File: src/rtl/sarc_pkg.sv
package sarc_pkg;
  typedef struct packed {
    logic loadDly;
    logic decDly;
    logic init;
    logic step;
    logic latch;
    logic drive;
  } sarStrobe_t;

  localparam logic [1:0] REG_RESULT = 2'd0;
  localparam logic [1:0] REG_STATUS = 2'd1;
  localparam logic [1:0] REG_CTRL   = 2'd2;
  localparam logic [1:0] REG_DELAY  = 2'd3;
endpackage

File: src/rtl/sarc_datapath.sv
module sarc_datapath
  import sarc_pkg::*;
#(
  parameter int RES_BITS = 10,
  parameter int DLY_BITS = 6
) (
  input  logic                clk,
  input  logic                rst_n,
  input  sarStrobe_t          st,
  input  logic [DLY_BITS-1:0] dlyVal,
  input  logic                cmpIn,
  output logic                dlyZero,
  output logic                lastBit,
  output logic [RES_BITS-1:0] dacCode,
  output logic [RES_BITS-1:0] result
);
  localparam logic [RES_BITS-1:0] MSB_ONE = {1'b1, {(RES_BITS-1){1'b0}}};

  logic [RES_BITS-1:0] code;
  logic [RES_BITS-1:0] trialBit;
  logic [RES_BITS-1:0] codeNext;
  logic [DLY_BITS-1:0] dlyCnt;

  assign codeNext = cmpIn ? (code | trialBit) : code;
  assign dlyZero  = (dlyCnt == '0);
  assign lastBit  = trialBit[0];
  assign dacCode  = st.drive ? (code | trialBit) : '0;

  always_ff @(posedge clk or negedge rst_n) begin
    if (!rst_n) begin
      dlyCnt <= '0;
    end else if (st.loadDly) begin
      dlyCnt <= dlyVal;
    end else if (st.decDly) begin
      dlyCnt <= dlyCnt - 1'b1;
    end
  end

  always_ff @(posedge clk or negedge rst_n) begin
    if (!rst_n) begin
      code     <= '0;
      trialBit <= '0;
    end else if (st.init) begin
      code     <= '0;
      trialBit <= MSB_ONE;
    end else if (st.step) begin
      code     <= codeNext;
      trialBit <= trialBit >> 1;
    end
  end

  always_ff @(posedge clk or negedge rst_n) begin
    if (!rst_n) begin
      result <= '0;
    end else if (st.latch) begin
      result <= codeNext;
    end
  end

  // at most one trial bit is ever live
  a_r5_trial_onehot: assert property (@(posedge clk) disable iff (!rst_n)
    $onehot0(trialBit));

  // the result only moves on a latch strobe
  a_r4_result_holds: assert property (@(posedge clk) disable iff (!rst_n)
    !st.latch |=> $stable(result));
endmodule

File: src/rtl/sarc_control.sv
module sarc_control
  import sarc_pkg::*;
#(
  parameter int RES_BITS  = 10,
  parameter int DLY_BITS  = 6,
  parameter int CHAN_BITS = 3,
  parameter int ADDR_W    = 4,
  parameter int DATA_W    = 32
) (
  input  logic                 clk,
  input  logic                 rst_n,
  input  logic                 psel,
  input  logic                 penable,
  input  logic                 pwrite,
  input  logic [ADDR_W-1:0]    paddr,
  input  logic [DATA_W-1:0]    pwdata,
  output logic [DATA_W-1:0]    prdata,
  input  logic                 dlyZero,
  input  logic                 lastBit,
  input  logic [RES_BITS-1:0]  result,
  output sarStrobe_t           st,
  output logic [DLY_BITS-1:0]  dlyReg,
  output logic                 irq,
  output logic                 pwrReg,
  output logic [CHAN_BITS-1:0] chanReg
);
  typedef enum logic [1:0] {S_IDLE, S_SETTLE, S_CONV} state_t;

  state_t state, nextState;
  logic   ienReg, istReg;
  logic   wrEn, wrCtrl, abortNow, startNow, busy, doneNow;
  logic   unusedBits;

  assign wrEn     = psel && penable && pwrite;
  assign wrCtrl   = wrEn && (paddr[3:2] == REG_CTRL);
  assign abortNow = wrCtrl && !pwdata[3];
  assign startNow = wrCtrl && pwdata[3] && (state == S_IDLE);
  assign busy     = (state != S_IDLE);
  assign doneNow  = (state == S_CONV) && lastBit && !abortNow;
  assign irq      = istReg && ienReg;
  assign unusedBits = ^{pwdata[DATA_W-1:7], pwdata[4], paddr[1:0]};

  always_comb begin
    st        = '0;
    nextState = state;
    if (abortNow) begin
      nextState = S_IDLE;
    end else begin
      unique case (state)
        S_IDLE: if (startNow) begin
          st.loadDly = 1'b1;
          nextState  = S_SETTLE;
        end
        S_SETTLE: if (dlyZero) begin
          st.init   = 1'b1;
          nextState = S_CONV;
        end else begin
          st.decDly = 1'b1;
        end
        S_CONV: begin
          st.drive = 1'b1;
          st.step  = 1'b1;
          if (lastBit) begin
            st.latch  = 1'b1;
            nextState = S_IDLE;
          end
        end
        default: nextState = S_IDLE;
      endcase
    end
    if (abortNow && state == S_CONV) st.drive = 1'b1;
  end

  always_ff @(posedge clk or negedge rst_n) begin
    if (!rst_n) begin
      state   <= S_IDLE;
      chanReg <= '0;
      pwrReg  <= 1'b0;
      ienReg  <= 1'b0;
      istReg  <= 1'b0;
      dlyReg  <= '0;
    end else begin
      state <= nextState;
      if (wrEn && paddr[3:2] == REG_DELAY) dlyReg <= pwdata[DLY_BITS-1:0];
      if (abortNow || startNow) begin
        chanReg <= pwdata[CHAN_BITS-1:0];
        ienReg  <= pwdata[5];
        istReg  <= istReg && pwdata[6];
        pwrReg  <= startNow;
      end else if (doneNow) begin
        istReg <= 1'b1;
      end
    end
  end

  always_comb begin
    prdata = '0;
    unique case (paddr[3:2])
      REG_RESULT: prdata[RES_BITS-1:0] = result;
      REG_STATUS: prdata[0] = busy;
      REG_CTRL: begin
        prdata[CHAN_BITS-1:0] = chanReg;
        prdata[3] = pwrReg;
        prdata[5] = ienReg;
        prdata[6] = istReg;
      end
      default: prdata[DLY_BITS-1:0] = dlyReg;
    endcase
  end

  // a running conversion keeps its channel unless aborted
  a_r9_chan_stable: assert property (@(posedge clk) disable iff (!rst_n)
    (busy && !abortNow) |=> $stable(chanReg));

  // finishing the last bit sets status and leaves busy
  a_r6_done_sets_status: assert property (@(posedge clk) disable iff (!rst_n)
    (state == S_CONV && lastBit && !wrCtrl) |=> (istReg && state == S_IDLE));

  // a write with power clear idles and powers down
  a_r8_abort_idle: assert property (@(posedge clk) disable iff (!rst_n)
    abortNow |=> (state == S_IDLE && !pwrReg));
endmodule

File: src/rtl/sar_adc_ctrl.sv
module sar_adc_ctrl
  import sarc_pkg::*;
#(
  parameter int RES_BITS = 10,
  parameter int NUM_CHAN = 8,
  parameter int DLY_BITS = 6,
  parameter int ADDR_W   = 4,
  parameter int DATA_W   = 32,
  localparam int CHAN_BITS = (NUM_CHAN > 1) ? $clog2(NUM_CHAN) : 1
) (
  input  logic                 clk,
  input  logic                 rst_n,
  input  logic                 psel,
  input  logic                 penable,
  input  logic                 pwrite,
  input  logic [ADDR_W-1:0]    paddr,
  input  logic [DATA_W-1:0]    pwdata,
  output logic [DATA_W-1:0]    prdata,
  output logic                 irq,
  output logic                 adcPowerOn,
  output logic [CHAN_BITS-1:0] adcChan,
  output logic [RES_BITS-1:0]  dacCode,
  input  logic                 cmpIn
);
  sarStrobe_t          st;
  logic                dlyZero, lastBit;
  logic [DLY_BITS-1:0] dlyReg;
  logic [RES_BITS-1:0] result;

  sarc_control #(
    .RES_BITS(RES_BITS), .DLY_BITS(DLY_BITS), .CHAN_BITS(CHAN_BITS),
    .ADDR_W(ADDR_W), .DATA_W(DATA_W)
  ) u_ctrl (
    .clk(clk), .rst_n(rst_n), .psel(psel), .penable(penable),
    .pwrite(pwrite), .paddr(paddr), .pwdata(pwdata), .prdata(prdata),
    .dlyZero(dlyZero), .lastBit(lastBit), .result(result), .st(st),
    .dlyReg(dlyReg), .irq(irq), .pwrReg(adcPowerOn), .chanReg(adcChan)
  );

  sarc_datapath #(.RES_BITS(RES_BITS), .DLY_BITS(DLY_BITS)) u_dp (
    .clk(clk), .rst_n(rst_n), .st(st), .dlyVal(dlyReg), .cmpIn(cmpIn),
    .dlyZero(dlyZero), .lastBit(lastBit), .dacCode(dacCode), .result(result)
  );
endmodule

File: config.mk
export PLATFORM = sky130hd
export DESIGN_NAME = sar_adc_ctrl
export DESIGN_NICKNAME = d
export VERILOG_FILES = /design/src/rtl/sarc_pkg.sv /design/src/rtl/sarc_datapath.sv /design/src/rtl/sarc_control.sv /design/src/rtl/sar_adc_ctrl.sv
export SDC_FILE = /design/constraint.sdc
export NUM_CORES = 1
export LEC_CHECK = 0
export CAP_MARGIN = 20
export CELL_PAD_IN_SITES_DETAIL_PLACEMENT = 1
export CELL_PAD_IN_SITES_GLOBAL_PLACEMENT = 1
export CORE_ASPECT_RATIO = 1.5
export CORE_MARGIN = 2
export CORE_UTILIZATION = 38
export CTS_BUF_LIST = sky130_fd_sc_hd__clkbuf_2
export DETAILED_ROUTE_END_ITERATION = 10
export GPL_TIMING_DRIVEN = 1
export HOLD_SLACK_MARGIN = 0.02
export PLACE_DENSITY = 0.9
export REMOVE_ABC_BUFFERS = 1
export SYNTH_ARGS = -nofsm -noshare
export SYNTH_HDL_FRONTEND = slang
export SYNTH_HIERARCHICAL = 1
export SYNTH_SLANG_ARGS = --single-unit
File: constraint.sdc
create_clock -name clk -period 4.6 [get_ports clk]
set_input_delay 0.92 -clock clk [delete_from_list [all_inputs] [get_ports clk]]
set_output_delay 0.92 -clock clk [all_outputs]
set_load 0.03 [all_outputs]
==> summary.md <==
| Metric | Value |
|---|---|
| Crit path kind | `in2out` |
| Gp weighted congestion | `about 0.76` |
| Most common cell after layout, fill and taps aside | `dfrtp_1` |
| Clock tree sinks | `50` |
| # setup viols final | `0` |
| Layout Area Growth over Synthesis | `18.31%` |
| Final #Nets | `around 330` |
| Tcrit/Tclk final | `0.8454` |
| RSZ-0062 raised after global routing | `no` |
| Initial antenna violation count | `0` |
| Routed wl met3 | `236 um` |
| Initial Util | `0.3966` |
| Synthesized area per cell | `about 10 um^2` |
| Root Buffer | `clkbuf_2` |
| Pwr Density | `between 500 and 600 nW/um^2` |
| Chip width | `between 70 and 80 um` |
| Peak supply drop | `between 0.1 and 0.15 mV` |
| Total power | `around 1800 uW` |
| M1 WL | `between 2000 and 2500 um` |
| Total Die Area | `7505 um^2` |
| Number of global-route vias before repair | `approximately 2000` |
| CP Capture Type | `output pin` |
| Worst hold slack | `426.6 ps` |
| Lkg Pwr | `approximately 0.0014 uW` |
| Core box area | `approximately 6500 um^2` |
| Worst Max-Slew Pin Slew | `just under 1000 ps` |
| CP max FO | `8` |
| Initial drt markers | `60` |
| Ant. Diodes | `0` |
| Post-synth EDFFs | `0` |
| Antenna-violating nets left | `0` |
| Netlist Area Pre-Place | `around 2600 um^2` |
| Outcome | `complete, no violations` |
| Mapped Cells | `250` |
| Post-cts gate resize count | `0` |
| Final Hold Viols | `0` |
| I/O pin count | `89` |
| # hold bufs at CTS | `0` |
| Top layer in use | `met4` |
| Worst path arrival time | `between 2000 and 3000 ps` |
| Residual DRC | `0` |
| Number of core rows | `36` |
| Ys flop type | `dfrtp_1` |
| Worst-Skew Late Latency | `between 400 and 500 ps` |
| Global-route wire length before repair | `a little over 10000 um` |
| Final setup skew | `~24 ps` |
| Max-cap viol count | `0` |
| Final wirelength | `6212 um` |
| Yosys warnings | `6` |
| DPL Wire Length | `~4600 um` |
| Routed WL per cell | `17.02 um` |
| Setup Fix Bufs, Post-CTS | `0` |
| Sequential share of the synthesized area | `0.4831` |
| Synth cell types | `41` |
| Ys async rst share | `1.000` |
| #FFs+latches synth | `50` |
| Minimum clock period | `around 4000 ps` |
| Largest net degree at the start of global routing | `between 50 and 60` |
| Mean number of vias per cell | `5.195` |
| Met2 wire len | `around 3400 um` |
| Worst-path clk slew | `approximately 250 ps` |
| Via Count | `1896` |
| Share of layout cells above drive strength 1 | `0.1211` |
| Num CTS Buffers | `5` |
| CTS tree | `yes` |
| Setup TNS | `0 ps` |
| Buffers on Ports | `39` |
| Slew HR | `0.3369` |
| Slew Limit Fails | `0` |
| Most frequent cells in the layout | `50 x dfrtp_1, 38 x clkdlybuf4s50_1, 34 x nor2_1, 31 x a21oi_1, 22 x conb_1` |
| Startpoint Class | `input pin` |
| Bufs on Longest Clock Path | `2` |
| F_max | `between 0.2 and 0.3 GHz` |
| Total Routing Usage GR | `0.1753` |
| Die H | `between 100 and 150 um` |
| Grt ovf | `0` |
| DR pass1 iterations | `4` |
| Worst hold-check path type | `in2async` |
| Crit path required time | `3680 ps` |
| H-tree Lvls | `2` |
-- critical path: stages --
cell	delay, ps
clkdlybuf4s50_1	550
nor2_1	550
a22o_1	260
clkdlybuf4s50_1	680
-- final timing paths --
check	slack (ps)	start	end	depth (start not counted)
max	710	paddr[2]	prdata[5]	4
min	430	rst_n	u_ctrl/chanReg[0]	1
max reg2reg	1970	u_ctrl/state[0]	u_dp/code[1]	5
min reg2reg	560	u_dp/result[4]	u_dp/result[4]	2
max in group asynchronous	3630	rst_n	u_dp/dlyCnt[4]	2
min in group clk	560	u_dp/result[4]	u_dp/result[4]	2
-- per-stage QoR --
stage	std cells	setup slack (ps)	utilization	instance area, um^2
2_1_floorplan	237	2125	-	2445
3_3_place_gp	356	758.5	0.4525	2955
3_5_place_dp	356	713.0	0.4525	2955
4_1_cts	364	705.6	0.4661	3044
5_1_grt	365	564.6	0.4692	3064
6_report	365	711.2	0.4692	3064
-- flip-flops by register name (all words and copies together), names as in the netlist --
register	cells
u_dp/code	10
u_dp/result	10
u_dp/trialBit	10
u_ctrl/dlyReg	6
u_dp/dlyCnt	6
u_ctrl/chanReg	3
u_ctrl/state	2
u_ctrl/ienReg	1
u_ctrl/istReg	1
u_ctrl/pwrReg	1
-- cell families after synthesis --
logic type | synth area share
mux | 0.1169
fa+ha+maj | 0.009660
xor+xnor | 0.01353
compound gates | 0.1396
buf+inv | 0.09372
flops | 0.4831
simple gates | 0.1420
other cells | 0.001448
-- layout make-up --
class | instances | area [um^2]
clock inverters | 3 | 63.81
flip-flops and latches | 50 | 1251
well taps | 76 | 95.09
multi-input cells | 182 | 1175
repair buffers | 44 | 435.4
fillers | 746 | 3467
inverters | 5 | 18.77
clock buffers | 5 | 25.02
-- power breakdown --
group / internal (uW) / total [uW] / leakage [uW] / switching (uW)
Sequential: 614 / 784 / 0.000630 / 170
Clock: 144 / 287 / 0.0000506 / 142
Combinational: 317 / 712 / 0.000695 / 395
Total: 1080 / 1780 / 0.00138 / 707
-- synth_stat cells, types with 2 or more instances --
| library cell | count | share of area |
|---|---|---|
| a21oi_1 | 31 | 0.060 |
| a22o_1 | 4 | 0.014 |
| and2_1 | 8 | 0.019 |
| buf_2 | 2 | 0.0039 |
| buf_4 | 23 | 0.067 |
| clkbuf_1 | 8 | 0.012 |
| dfrtp_1 | 50 | 0.48 |
| ha_1 | 2 | 0.0097 |
| inv_1 | 5 | 0.0072 |
| mux2_2 | 8 | 0.035 |
| mux2_4 | 6 | 0.035 |
| mux2i_1 | 10 | 0.039 |
| nand2_1 | 11 | 0.016 |
| nand2b_1 | 2 | 0.0048 |
| nor2_1 | 34 | 0.049 |
| nor2b_1 | 2 | 0.0048 |
| nor3_1 | 2 | 0.0039 |
| o21a_1 | 12 | 0.035 |
| o21ai_0 | 6 | 0.012 |
| xnor2_1 | 3 | 0.010 |
-- per-layer routing --
metal	track usage	up-vias
li1	-	884
met1	0.1799	939
met2	0.3234	59
met3	0.03086	14
met4	0.09704	0
met5	0	-
No activity file was read; power rests on OpenSTA's default activity.
